$ cat src/rtl/adc_pkg.sv
package adc_pkg;

    typedef enum logic [1:0] {
        FR_IDLE  = 2'd0,
        FR_SHIFT = 2'd1,
        FR_DRAIN = 2'd2
    } frame_st_t;

    typedef enum logic [1:0] {
        PW_NORMAL   = 2'b00,
        PW_SHUTDOWN = 2'b01,
        PW_WAKING   = 2'b10
    } pwr_st_t;

endpackage

$ cat src/rtl/adc_edge_sync.sv
module adc_edge_sync #(
    parameter int   STAGES    = 2,
    parameter logic RESET_VAL = 1'b1
) (
    input  logic clk,
    input  logic rst_n,
    input  logic din,
    output logic rise,
    output logic fall
);
    localparam int PIPE_W = STAGES + 1;

    logic [PIPE_W-1:0] pipe_q;

    always_ff @(posedge clk or negedge rst_n) begin
        if (!rst_n)
            pipe_q <= {PIPE_W{RESET_VAL}};
        else
            pipe_q <= {pipe_q[PIPE_W-2:0], din};
    end

    // pipe_q[STAGES-1] is the synchronized level, pipe_q[STAGES] its previous value
    assign rise =  pipe_q[STAGES-1] & ~pipe_q[STAGES];
    assign fall = ~pipe_q[STAGES-1] &  pipe_q[STAGES];
endmodule

$ cat src/rtl/adc_frame_seq.sv
module adc_frame_seq
    import adc_pkg::*;
#(
    parameter int DATA_W     = 12,
    parameter int LEAD_ZEROS = 3,
    parameter int CNT_W      = 5
) (
    input  logic              clk,
    input  logic              rst_n,
    input  logic              cs_fall,
    input  logic              cs_rise,
    input  logic              sclk_fall,
    input  logic              sclk_rise,
    input  logic [DATA_W-1:0] sample,
    output logic              sdo,
    output logic              sdo_en,
    output logic              hold,
    output logic              in_shift,
    output logic [CNT_W-1:0]  fall_cnt
);
    localparam int SHIFT_W     = DATA_W + LEAD_ZEROS;
    localparam int FRAME_FALLS = SHIFT_W + 1;
    localparam int HOLD_RISES  = DATA_W + 1;

    frame_st_t          state_q, state_d;
    logic [SHIFT_W-1:0] shreg_q;
    logic [CNT_W-1:0]   rise_cnt_q;
    logic               last_fall;

    assign last_fall = sclk_fall && (fall_cnt == CNT_W'(FRAME_FALLS - 1));

    // next-state logic
    always_comb begin
        state_d = state_q;
        unique case (state_q)
            FR_IDLE:  if (cs_fall) state_d = FR_SHIFT;
            FR_SHIFT: begin
                if (cs_rise)        state_d = FR_IDLE;
                else if (last_fall) state_d = FR_DRAIN;
            end
            FR_DRAIN: if (cs_rise) state_d = FR_IDLE;
            default:  state_d = FR_IDLE;
        endcase
    end

    // state register
    always_ff @(posedge clk or negedge rst_n) begin
        if (!rst_n) state_q <= FR_IDLE;
        else        state_q <= state_d;
    end

    // datapath and outputs
    always_ff @(posedge clk or negedge rst_n) begin
        if (!rst_n) begin
            shreg_q    <= '0;
            fall_cnt   <= '0;
            rise_cnt_q <= '0;
            sdo        <= 1'b0;
            sdo_en     <= 1'b0;
            hold       <= 1'b0;
        end else begin
            unique case (state_q)
                FR_IDLE: begin
                    if (cs_fall) begin
                        shreg_q    <= {{LEAD_ZEROS{1'b0}}, sample};
                        fall_cnt   <= '0;
                        rise_cnt_q <= '0;
                        sdo        <= 1'b0;
                        sdo_en     <= 1'b1;
                        hold       <= 1'b1;
                    end
                end
                FR_SHIFT, FR_DRAIN: begin
                    if (cs_rise) begin
                        sdo_en <= 1'b0;
                        sdo    <= 1'b0;
                        hold   <= 1'b0;
                    end else begin
                        if (sclk_fall && state_q == FR_SHIFT) begin
                            fall_cnt <= fall_cnt + 1'b1;
                            if (last_fall) begin
                                sdo_en <= 1'b0;
                                sdo    <= 1'b0;
                            end else begin
                                sdo     <= shreg_q[SHIFT_W-1];
                                shreg_q <= {shreg_q[SHIFT_W-2:0], 1'b0};
                            end
                        end
                        if (sclk_rise && rise_cnt_q < CNT_W'(HOLD_RISES)) begin
                            rise_cnt_q <= rise_cnt_q + 1'b1;
                            if (rise_cnt_q == CNT_W'(HOLD_RISES - 1))
                                hold <= 1'b0;
                        end
                    end
                end
                default: begin
                    sdo_en <= 1'b0;
                    sdo    <= 1'b0;
                end
            endcase
        end
    end

    assign in_shift = (state_q == FR_SHIFT);
endmodule

$ cat src/rtl/adc_power_ctl.sv
module adc_power_ctl
    import adc_pkg::*;
#(
    parameter logic START_SHUTDOWN = 1'b0,
    parameter int   ARM_FALL       = 2,
    parameter int   COMMIT_FALL    = 10,
    parameter int   CNT_W          = 5
) (
    input  logic             clk,
    input  logic             rst_n,
    input  logic             cs_fall,
    input  logic             cs_rise,
    input  logic             sclk_fall,
    input  logic             in_shift,
    input  logic [CNT_W-1:0] fall_cnt,
    output pwr_st_t          mode,
    output logic             result_invalid
);
    localparam pwr_st_t RESET_MODE = START_SHUTDOWN ? PW_SHUTDOWN : PW_NORMAL;

    pwr_st_t mode_d;
    logic    commit_evt;
    logic    sleep_window;
    logic    pending_q;

    assign commit_evt   = in_shift && sclk_fall && (fall_cnt == CNT_W'(COMMIT_FALL - 1));
    assign sleep_window = (fall_cnt >= CNT_W'(ARM_FALL)) && (fall_cnt < CNT_W'(COMMIT_FALL));

    // next-state logic
    always_comb begin
        mode_d = mode;
        unique case (mode)
            PW_NORMAL:   if (cs_rise && sleep_window) mode_d = PW_SHUTDOWN;
            PW_SHUTDOWN: if (cs_fall) mode_d = PW_WAKING;
            PW_WAKING: begin
                if (cs_rise)         mode_d = PW_SHUTDOWN;
                else if (commit_evt) mode_d = PW_NORMAL;
            end
            default: mode_d = PW_SHUTDOWN;
        endcase
    end

    // state register
    always_ff @(posedge clk or negedge rst_n) begin
        if (!rst_n) mode <= RESET_MODE;
        else        mode <= mode_d;
    end

    // dummy-result bookkeeping and flag output
    always_ff @(posedge clk or negedge rst_n) begin
        if (!rst_n) begin
            pending_q      <= 1'b1;
            result_invalid <= 1'b1;
        end else begin
            if (mode_d == PW_SHUTDOWN && mode == PW_NORMAL)
                pending_q <= 1'b1;
            else if (commit_evt)
                pending_q <= 1'b0;
            if (cs_fall)
                result_invalid <= pending_q;
        end
    end
endmodule

$ cat src/rtl/adc_serial_ctrl.sv
module adc_serial_ctrl
    import adc_pkg::*;
#(
    parameter int   DATA_W         = 12,
    parameter int   LEAD_ZEROS     = 3,
    parameter int   SYNC_STAGES    = 2,
    parameter int   ARM_FALL       = 2,
    parameter int   COMMIT_FALL    = 10,
    parameter logic START_SHUTDOWN = 1'b0
) (
    input  logic              clk,
    input  logic              rst_n,
    input  logic              cs_n_i,
    input  logic              sclk_i,
    input  logic [DATA_W-1:0] sample_i,
    output logic              sdo_o,
    output logic              sdo_en_o,
    output logic              hold_o,
    output logic [1:0]        mode_o,
    output logic              result_invalid_o
);
    localparam int FRAME_FALLS = DATA_W + LEAD_ZEROS + 1;
    localparam int CNT_W       = $clog2(FRAME_FALLS + 1);

    logic             cs_fall_w, cs_rise_w;
    logic             sclk_fall_w, sclk_rise_w;
    logic             in_shift_w;
    logic [CNT_W-1:0] fall_cnt_w;
    pwr_st_t          mode_w;

    adc_edge_sync #(.STAGES(SYNC_STAGES), .RESET_VAL(1'b1)) u_cs_sync (
        .clk  (clk),
        .rst_n(rst_n),
        .din  (cs_n_i),
        .rise (cs_rise_w),
        .fall (cs_fall_w)
    );

    adc_edge_sync #(.STAGES(SYNC_STAGES), .RESET_VAL(1'b1)) u_sclk_sync (
        .clk  (clk),
        .rst_n(rst_n),
        .din  (sclk_i),
        .rise (sclk_rise_w),
        .fall (sclk_fall_w)
    );

    adc_frame_seq #(
        .DATA_W    (DATA_W),
        .LEAD_ZEROS(LEAD_ZEROS),
        .CNT_W     (CNT_W)
    ) u_frame (
        .clk      (clk),
        .rst_n    (rst_n),
        .cs_fall  (cs_fall_w),
        .cs_rise  (cs_rise_w),
        .sclk_fall(sclk_fall_w),
        .sclk_rise(sclk_rise_w),
        .sample   (sample_i),
        .sdo      (sdo_o),
        .sdo_en   (sdo_en_o),
        .hold     (hold_o),
        .in_shift (in_shift_w),
        .fall_cnt (fall_cnt_w)
    );

    adc_power_ctl #(
        .START_SHUTDOWN(START_SHUTDOWN),
        .ARM_FALL      (ARM_FALL),
        .COMMIT_FALL   (COMMIT_FALL),
        .CNT_W         (CNT_W)
    ) u_power (
        .clk           (clk),
        .rst_n         (rst_n),
        .cs_fall       (cs_fall_w),
        .cs_rise       (cs_rise_w),
        .sclk_fall     (sclk_fall_w),
        .in_shift      (in_shift_w),
        .fall_cnt      (fall_cnt_w),
        .mode          (mode_w),
        .result_invalid(result_invalid_o)
    );

    assign mode_o = mode_w;
endmodule

$ cat config.mk
export PLATFORM = sky130hd
export DESIGN_NAME = adc_serial_ctrl
export DESIGN_NICKNAME = d
export VERILOG_FILES = /design/src/rtl/adc_pkg.sv /design/src/rtl/adc_edge_sync.sv /design/src/rtl/adc_frame_seq.sv /design/src/rtl/adc_power_ctl.sv /design/src/rtl/adc_serial_ctrl.sv
export SDC_FILE = /design/constraint.sdc
export NUM_CORES = 1
export LEC_CHECK = 0
export ABC_AREA = 1
export BUFFER_PORTS_ARGS = -buffer_cell sky130_fd_sc_hd__buf_2
export CORE_ASPECT_RATIO = 1.5
export CORE_MARGIN = 1.5
export CORE_UTILIZATION = 52
export DETAILED_ROUTE_END_ITERATION = 8
export PLACE_DENSITY = 0.77
export SLEW_MARGIN = 20
export SYNTH_ARGS = -nofsm -noshare
export SYNTH_HDL_FRONTEND = slang
export SYNTH_SLANG_ARGS = --single-unit
$ cat constraint.sdc
create_clock -name clk -period 1.6 [get_ports clk]
set_input_delay 0.24 -clock clk [delete_from_list [all_inputs] [get_ports clk]]
set_output_delay 0.24 -clock clk [all_outputs]
set_load 0.02 [all_outputs]
==> results of run 1 <==
worst max-delay path, cell delays in order (launching register included):
cell and delay, ns:
dfrtp_1 0.35, ha_2 0.19, inv_2 0.04, nor3_2 0.11
ha_2 0.20, nand3_1 0.13, nand3_1 0.12, nand3_2 0.11
nand2_1 0.09, o21ai_1 0.07
path summary, 6_finish.rpt:
check / cells after the start / startpoint / to
setup / recovery: 9 / u_frame.fall_cnt[0] / u_frame.state_q[0]
hold / removal: 2 / rst_n / u_frame.fall_cnt[1]
setup reg to reg: 9 / u_frame.fall_cnt[0] / u_frame.state_q[0]
hold reg to reg: 0 / u_cs_sync.pipe_q[0] / u_cs_sync.pipe_q[1]
max in group asynchronous: 2 / rst_n / u_sclk_sync.pipe_q[1]
min in group clk: 1 / sclk_i / u_sclk_sync.pipe_q[0]
flip-flops by register name, summed over array words and instances, names as in the netlist, 2 cells and up:
| name | cells |
|---|---|
| u_frame.shreg_q | 15 |
| u_cs_sync.pipe_q | 3 |
| u_power.mode | 2 |
| u_frame.state_q | 2 |
| u_frame.rise_cnt_q | 5 |
| u_sclk_sync.pipe_q | 3 |
| u_frame.fall_cnt | 5 |
stage by stage:
stage                     cell area (µm²)  setup WS (ns)  hold slack (ns)  power (µW)  TNS [ns]
after detailed placement             2370         0.0354            0.328        3790         0
after global placement               2370         0.0452            0.326        3720         0
after floorplan                      2120         0.0190          -0.0556        3110         0
final                                2500         0.0760         -0.00549        4600         0
after global routing                 2500        -0.0295           0.0391        5000    -0.240
after CTS                            2460         0.0274           0.0143        4510         0
synthesized netlist by cell type (2+ instances only):
| master | count |
|---|---|
| o21ai_1 | 3 |
| nand2_1 | 122 |
| o21ai_0 | 7 |
| dfstp_2 | 8 |
| nand3_1 | 35 |
| ha_1 | 8 |
| dfrtp_1 | 32 |
| buf_4 | 2 |
| clkbuf_1 | 2 |
| a21oi_1 | 4 |
| inv_2 | 3 |
| inv_1 | 24 |
| nand4_1 | 6 |
| buf_2 | 3 |
| nor3_1 | 3 |
| nand2_2 | 3 |
| xor2_1 | 3 |
| nor2_1 | 14 |
logic make-up after synthesis:
logic type                 Yosys count  share of synthesized area
adders and majority gates            8                     0.0471
buffers and inverters               35                     0.0707
AOI/OAI and AO/OA                   14                     0.0330
xor gates and xnor gates             3                     0.0124
and+or+nand+nor                    184                      0.361
DFF                                 40                      0.476
area by class of cell:
class / instances / area share
timing repair buffer: 35 / 0.0955
inverter: 27 / 0.0405
clock buffer: 8 / 0.0360
tap: 45 / 0.0225
multi-input combinational: 209 / 0.402
sequential: 40 / 0.404
metal layers:
metal	wire (µm)	track usage	part of all wire	up-vias
li1	-	-	-	963
met1	1890	0.278	0.42	898
met2	2400	0.388	0.53	44
met3	114	0.0386	0.025	9
met4	93	0.112	0.021	0
met5	0	0	0	-
what timing repair did:
action / in CTS / in global routing
endpoints found under the setup margin: 0 / 30
hold endpoints to repair: 0 / 0
hold buffers: 0 / 0
gates resized for setup: 0 / 16
power breakdown:
group | internal (µW) | switching (µW)
registers | 1350 | 205
clock network | 352 | 345
logic | 880 | 1460
==> results.py, run 1 <==
metrics = {
    "grt": {
        "grt_max_degree": 41,
        "first_global_vias": 1872,
        "grt_pass1_wl_um": 7690,
        "gr-total-overflow": 0,
        "antenna_found_initial": 0,
        "grtUsageTotal": 0.231,
    },
    "clock_tree": {
        "cts_root_buf": "clkbuf_8",
        "htreeDepth": 2,
        "cts_buffers": 5,
        "clk_pin_slew_ns": 0.07,
        "cts_tree": "yes",
        "clock_latency_ns": 0.29,
        "cts_sinks": 40,
        "clk_path_buf_depth": 2,
        "post-cts-setup-buffers": 0,
    },
    "cells_and_area": {
        "instances_no_fill": 364,
        "mostFrequentLayoutCells": "nand2_1, nand3_1, dfrtp_1, buf_2, inv_1",
        "area_growth_pct": 17.8,
        "diodes": 0,
        "final_nets": 342,
        "final_layout_size_suffix_gt1_frac": 0.216,
        "final_util": 0.638,
        "fillers": 347,
        "multiInputGateArea_um2": 1010,
        "register_area_um2": 1010,
        "layout_commonest_cell": "nand2_1",
    },
    "worst_hold_path": {
        "hold_class": "primary input to async pin",
    },
    "synthesis": {
        "synth_fp_nets": 308,
        "synth_area_um2": 2120,
        "yosys.area.top_type": "dfrtp_1",
        "ys_ff_latch": 40,
        "syn_inst": 284,
        "yosys_warnings": 0,
        "ys_top_cells_by_area": "dfrtp_1, nand2_1, dfstp_2",
        "ys_types": 20,
        "synth_enable_flop_cells": 0,
        "synth.top_cell.area_share": 0.377,
        "synthArstFlopShare": 1.00,
        "yosysSeqAreaShare": 0.476,
        "avgSynthCellArea_um2": 7.48,
        "synth_ff_type": "dfrtp_1",
    },
    "run_status": {
        "run_status": "complete, but fails checks",
        "violations": "negative hold slack",
    },
    "route": {
        "dr.pass1.iters": 4,
        "drc": 0,
        "wl_um": 4490,
        "vias": 1914,
        "via_per_inst": 5.26,
        "first_iter_violations": 31,
        "ant_nets": 0,
        "post_drt_wl_per_cell_um": 12.3,
    },
    "timing": {
        "slew_viol_final": 0,
        "setup_viol": 0,
        "finalHoldViolCount": 5,
        "rsz0062_at_grt": "true",
        "slew_headroom": 0.665,
        "worst_hold_slack_ns": -0.00549,
        "fin_crit_ns": 1.52,
        "tightest_slew_ns": 0.502,
        "period_share": 0.953,
        "fin_skew_ns": 0.00633,
        "fmax_mhz": 656,
    },
    "die": {
        "std_cell_rows": 28,
        "ios": 22,
        "dieArea_um2": 4490,
        "die_w_um": 55.2,
        "fp.dieH_um": 81.3,
        "coreArea_um2": 3920,
        "start_util": 0.541,
    },
    "power_and_ir_drop": {
        "ir_worst_vdd_mv": 1.43,
        "power_leakage_uw": 0.00136,
        "p_per_area_nw_per_um2": 1840,
    },
    "place": {
        "place.gp.congestion": 0.868,
        "post-place-cells": 356,
        "hpwl_um": 3100,
        "placement.io_buffers": 21,
    },
    "setup_path": {
        "cp_max_fo": 4,
        "setup.worst_path.start_class": "flip-flop",
        "end_kind": "flip-flop",
        "crit_arrival_ns": 1.70,
        "r2r_slack_ns": 0.08,
        "worstSetupPathType": "flip-flop to flip-flop",
        "critical_path_required_ns": 1.77,
    },
    "flow_run": {
        "drv_cap": 0,
    },
}
(Power assumes the default switching activity.)
==> run 2, diff against run 1 <==
--- a/config.mk
+++ b/config.mk
@@ -7,10 +7,12 @@
 export LEC_CHECK = 0
 export ABC_AREA = 1
 export BUFFER_PORTS_ARGS = -buffer_cell sky130_fd_sc_hd__buf_2
+export CAP_MARGIN = 20
 export CORE_ASPECT_RATIO = 1.5
 export CORE_MARGIN = 1.5
 export CORE_UTILIZATION = 52
 export DETAILED_ROUTE_END_ITERATION = 8
+export GPL_TIMING_DRIVEN = 0
 export PLACE_DENSITY = 0.77
 export SLEW_MARGIN = 20
 export SYNTH_ARGS = -nofsm -noshare
==> run 2 against run 1 <==
  * The flow now finishes without violations
  * Critical path depth decreased by 1
  * Count of clock-buffer cells in the layout decreased by 2
  * First-iteration DRC count decreased by 3.2%
  * Global-route usage decreased by 1.6 points
  * Core utilization increased by 0.73 points
  * Worst hold slack improved by 0.038 ns
  * Largest power group unchanged
  * Combinational power increased by 2%
  * Sequential share of layout area decreased by 0.46 points
  * Fmax decreased by 1.5%
  * Worst setup slack got worse by 0.023 ns
==> results.py, run 2 (same netlist as run 1, synthesis figures left out) <==
metrics = {
    "setup_path": {
        "cp_max_fo": 10,
        "worstSetupPathType": "flip-flop to flip-flop",
        "end_kind": "flip-flop",
        "crit_family": "adder cells",
        "crit_buf_inv": 2,
        "cpPeakStageDelay_ns": 0.37,
        "cp_common_cell": "ha_2",
        "critical_path_required_ns": 1.80,
        "crit_arrival_ns": 1.74,
        "setup.worst_path.start_class": "flip-flop",
        "crit_slowest_cell": "dfrtp_1",
        "path_cells": "ha_2, inv_2, nor3_2, ha_2, nand4_1, buf_4, nand3_1, nand2_1",
    },
    "die": {
        "std_cell_rows": 28,
        "start_util": 0.541,
        "die_w_um": 55.2,
        "coreArea_um2": 3920,
        "dieArea_um2": 4490,
        "ios": 22,
        "fp.dieH_um": 81.3,
    },
    "timing": {
        "tightest_slew_ns": 0.870,
        "worst_slack_ns": 0.0533,
        "slew_viol_final": 0,
        "worst_hold_slack_ns": 0.0324,
        "rsz0062_at_grt": "true",
        "period_share": 0.967,
        "fin_skew_ns": 0.00413,
        "fin_crit_ns": 1.55,
        "finalHoldViolCount": 0,
        "setup_viol": 0,
        "slew_headroom": 0.420,
        "fmax_mhz": 647,
    },
    "grt": {
        "antenna_found_initial": 0,
        "grt_pass1_wl_um": 6960,
        "grtUsageTotal": 0.215,
        "grt_max_degree": 41,
        "gr-total-overflow": 0,
        "first_global_vias": 1692,
    },
    "power_and_ir_drop": {
        "power_leakage_uw": 0.00136,
        "power_switching_uw": 2080,
        "p_comb_frac": 0.511,
        "swShare": 0.447,
        "ir_worst_vdd_mv": 1.21,
        "seqPwrFrac": 0.337,
        "intPower_uw": 2570,
        "p_per_area_nw_per_um2": 1840,
        "pwr-share-clk": 0.152,
    },
    "cells_and_area": {
        "fillers": 347,
        "mostFrequentLayoutCells": "nand2_1, dfrtp_1, nand3_1, buf_2, inv_1",
        "regMostFlops": "u_frame.shreg_q",
        "reg.largest.list": "u_frame.shreg_q: 15 flops, u_frame.fall_cnt: 5 flops, u_frame.rise_cnt_q: 5 flops",
        "area_growth_pct": 19.2,
        "largest_reg_flops": 15,
        "final_layout_size_suffix_gt1_frac": 0.263,
        "final_design_area_no_fill_um2": 2530,
        "layout_commonest_cell": "nand2_1",
        "diodes": 0,
        "final_nets": 343,
    },
    "place": {
        "place_area_um2": 2290,
        "place.gp.congestion": 0.811,
        "hpwl_um": 2910,
        "dp_slack_ns": -0.231,
        "placement.io_buffers": 21,
    },
    "route": {
        "vias": 1869,
        "wl_um": 4460,
        "drc": 0,
        "via_per_inst": 5.12,
        "dr.pass1.iters": 4,
        "post_drt_wl_per_cell_um": 12.2,
        "first_iter_violations": 30,
        "ant_nets": 0,
    },
    "clock_tree": {
        "clk_path_buf_depth": 2,
        "clk_pin_slew_ns": 0.08,
        "htreeDepth": 2,
        "cts_buffers": 5,
        "cts_sinks": 40,
        "cts_root_buf": "clkbuf_8",
        "cts_tree": "yes",
        "clock_latency_ns": 0.30,
    },
    "worst_hold_path": {
        "hold_class": "primary input to flip-flop",
    },
    "run_status": {
        "run_status": "finished, final reports clean",
    },
    "flow_run": {
        "drv_cap": 0,
    },
}
==> run 2: power groups by stage <==
stage / clock [µW] / combinational, µW / sequential, µW
2_1_floorplan: 0 / 1500 / 1600
3_3_place_gp: 0 / 2000 / 1570
3_5_place_dp: 0 / 2030 / 1570
4_1_cts: 716 / 2150 / 1550
5_1_grt: 755 / 2680 / 1600
6_report: 706 / 2380 / 1570
==> run 2: final cells by class <==
| cell class | count | area (µm²) | area share |
|---|---|---|---|
| multi-input cells | 209 | 1050 | 0.415 |
| flip-flops and latches | 40 | 1010 | 0.399 |
| repair buffers | 28 | 161 | 0.0637 |
| inverters | 27 | 101 | 0.0400 |
| clock buffers | 6 | 82.6 | 0.0326 |
| plain buffers | 8 | 60.1 | 0.0237 |
| well taps | 45 | 56.3 | 0.0222 |
| clock inverters | 2 | 10.0 | 0.00395 |
==> run 2: worst reg2reg max path, cell delays in order, from the launching register on <==
cell     delay [ns]
dfrtp_1        0.37
ha_2           0.19
inv_2          0.04
nor3_2         0.11
ha_2           0.22
nand4_1        0.15
buf_4          0.22
nand3_1        0.10
nand2_1        0.05
==> run 2: layer usage <==
metal / wire [µm] / up-vias / global-route usage
li1: - / 959 / -
met2: 2360 / 32 / 0.373
met1: 1870 / 870 / 0.243
met3: 134 / 8 / 0.0368
met5: 0 / - / 0
met4: 97 / 0 / 0.110
==> run 2: worst paths after layout <==
| check | startpoint | endpoint | slack, ns | cells past startpoint |
|---|---|---|---|---|
| min reg2reg | u_sclk_sync.pipe_q[0] | u_sclk_sync.pipe_q[1] | 0.36 | 0 |
| min | cs_n_i | u_cs_sync.pipe_q[0] | 0.03 | 1 |
| max in group asynchronous | rst_n | u_frame.shreg_q[10] | 1.00 | 1 |
| max | u_frame.fall_cnt[0] | u_frame.shreg_q[14] | 0.05 | 8 |
| min in group asynchronous | rst_n | u_frame.fall_cnt[1] | 0.05 | 1 |
| max reg2reg | u_frame.fall_cnt[0] | u_frame.shreg_q[14] | 0.05 | 8 |
==> run 2: repair_timing <==
action                     CTS  global route
gates resized for setup      4            28
buffers inserted             4             3
setup endpoints to repair   29            28
hold buffers                 0             0
pin swaps                    1             8
==> run 2: metrics by stage <==
stage / power [µW] / util / TNS, ns / instances
2_1_floorplan: 3110 / - / 0 / 284
3_3_place_gp: 3570 / 0.583 / -2.96 / 350
3_5_place_dp: 3600 / 0.583 / -3.65 / 350
4_1_cts: 4420 / 0.618 / 0 / 362
5_1_grt: 5040 / 0.645 / -1.02 / 365
6_report: 4650 / 0.645 / 0 / 365
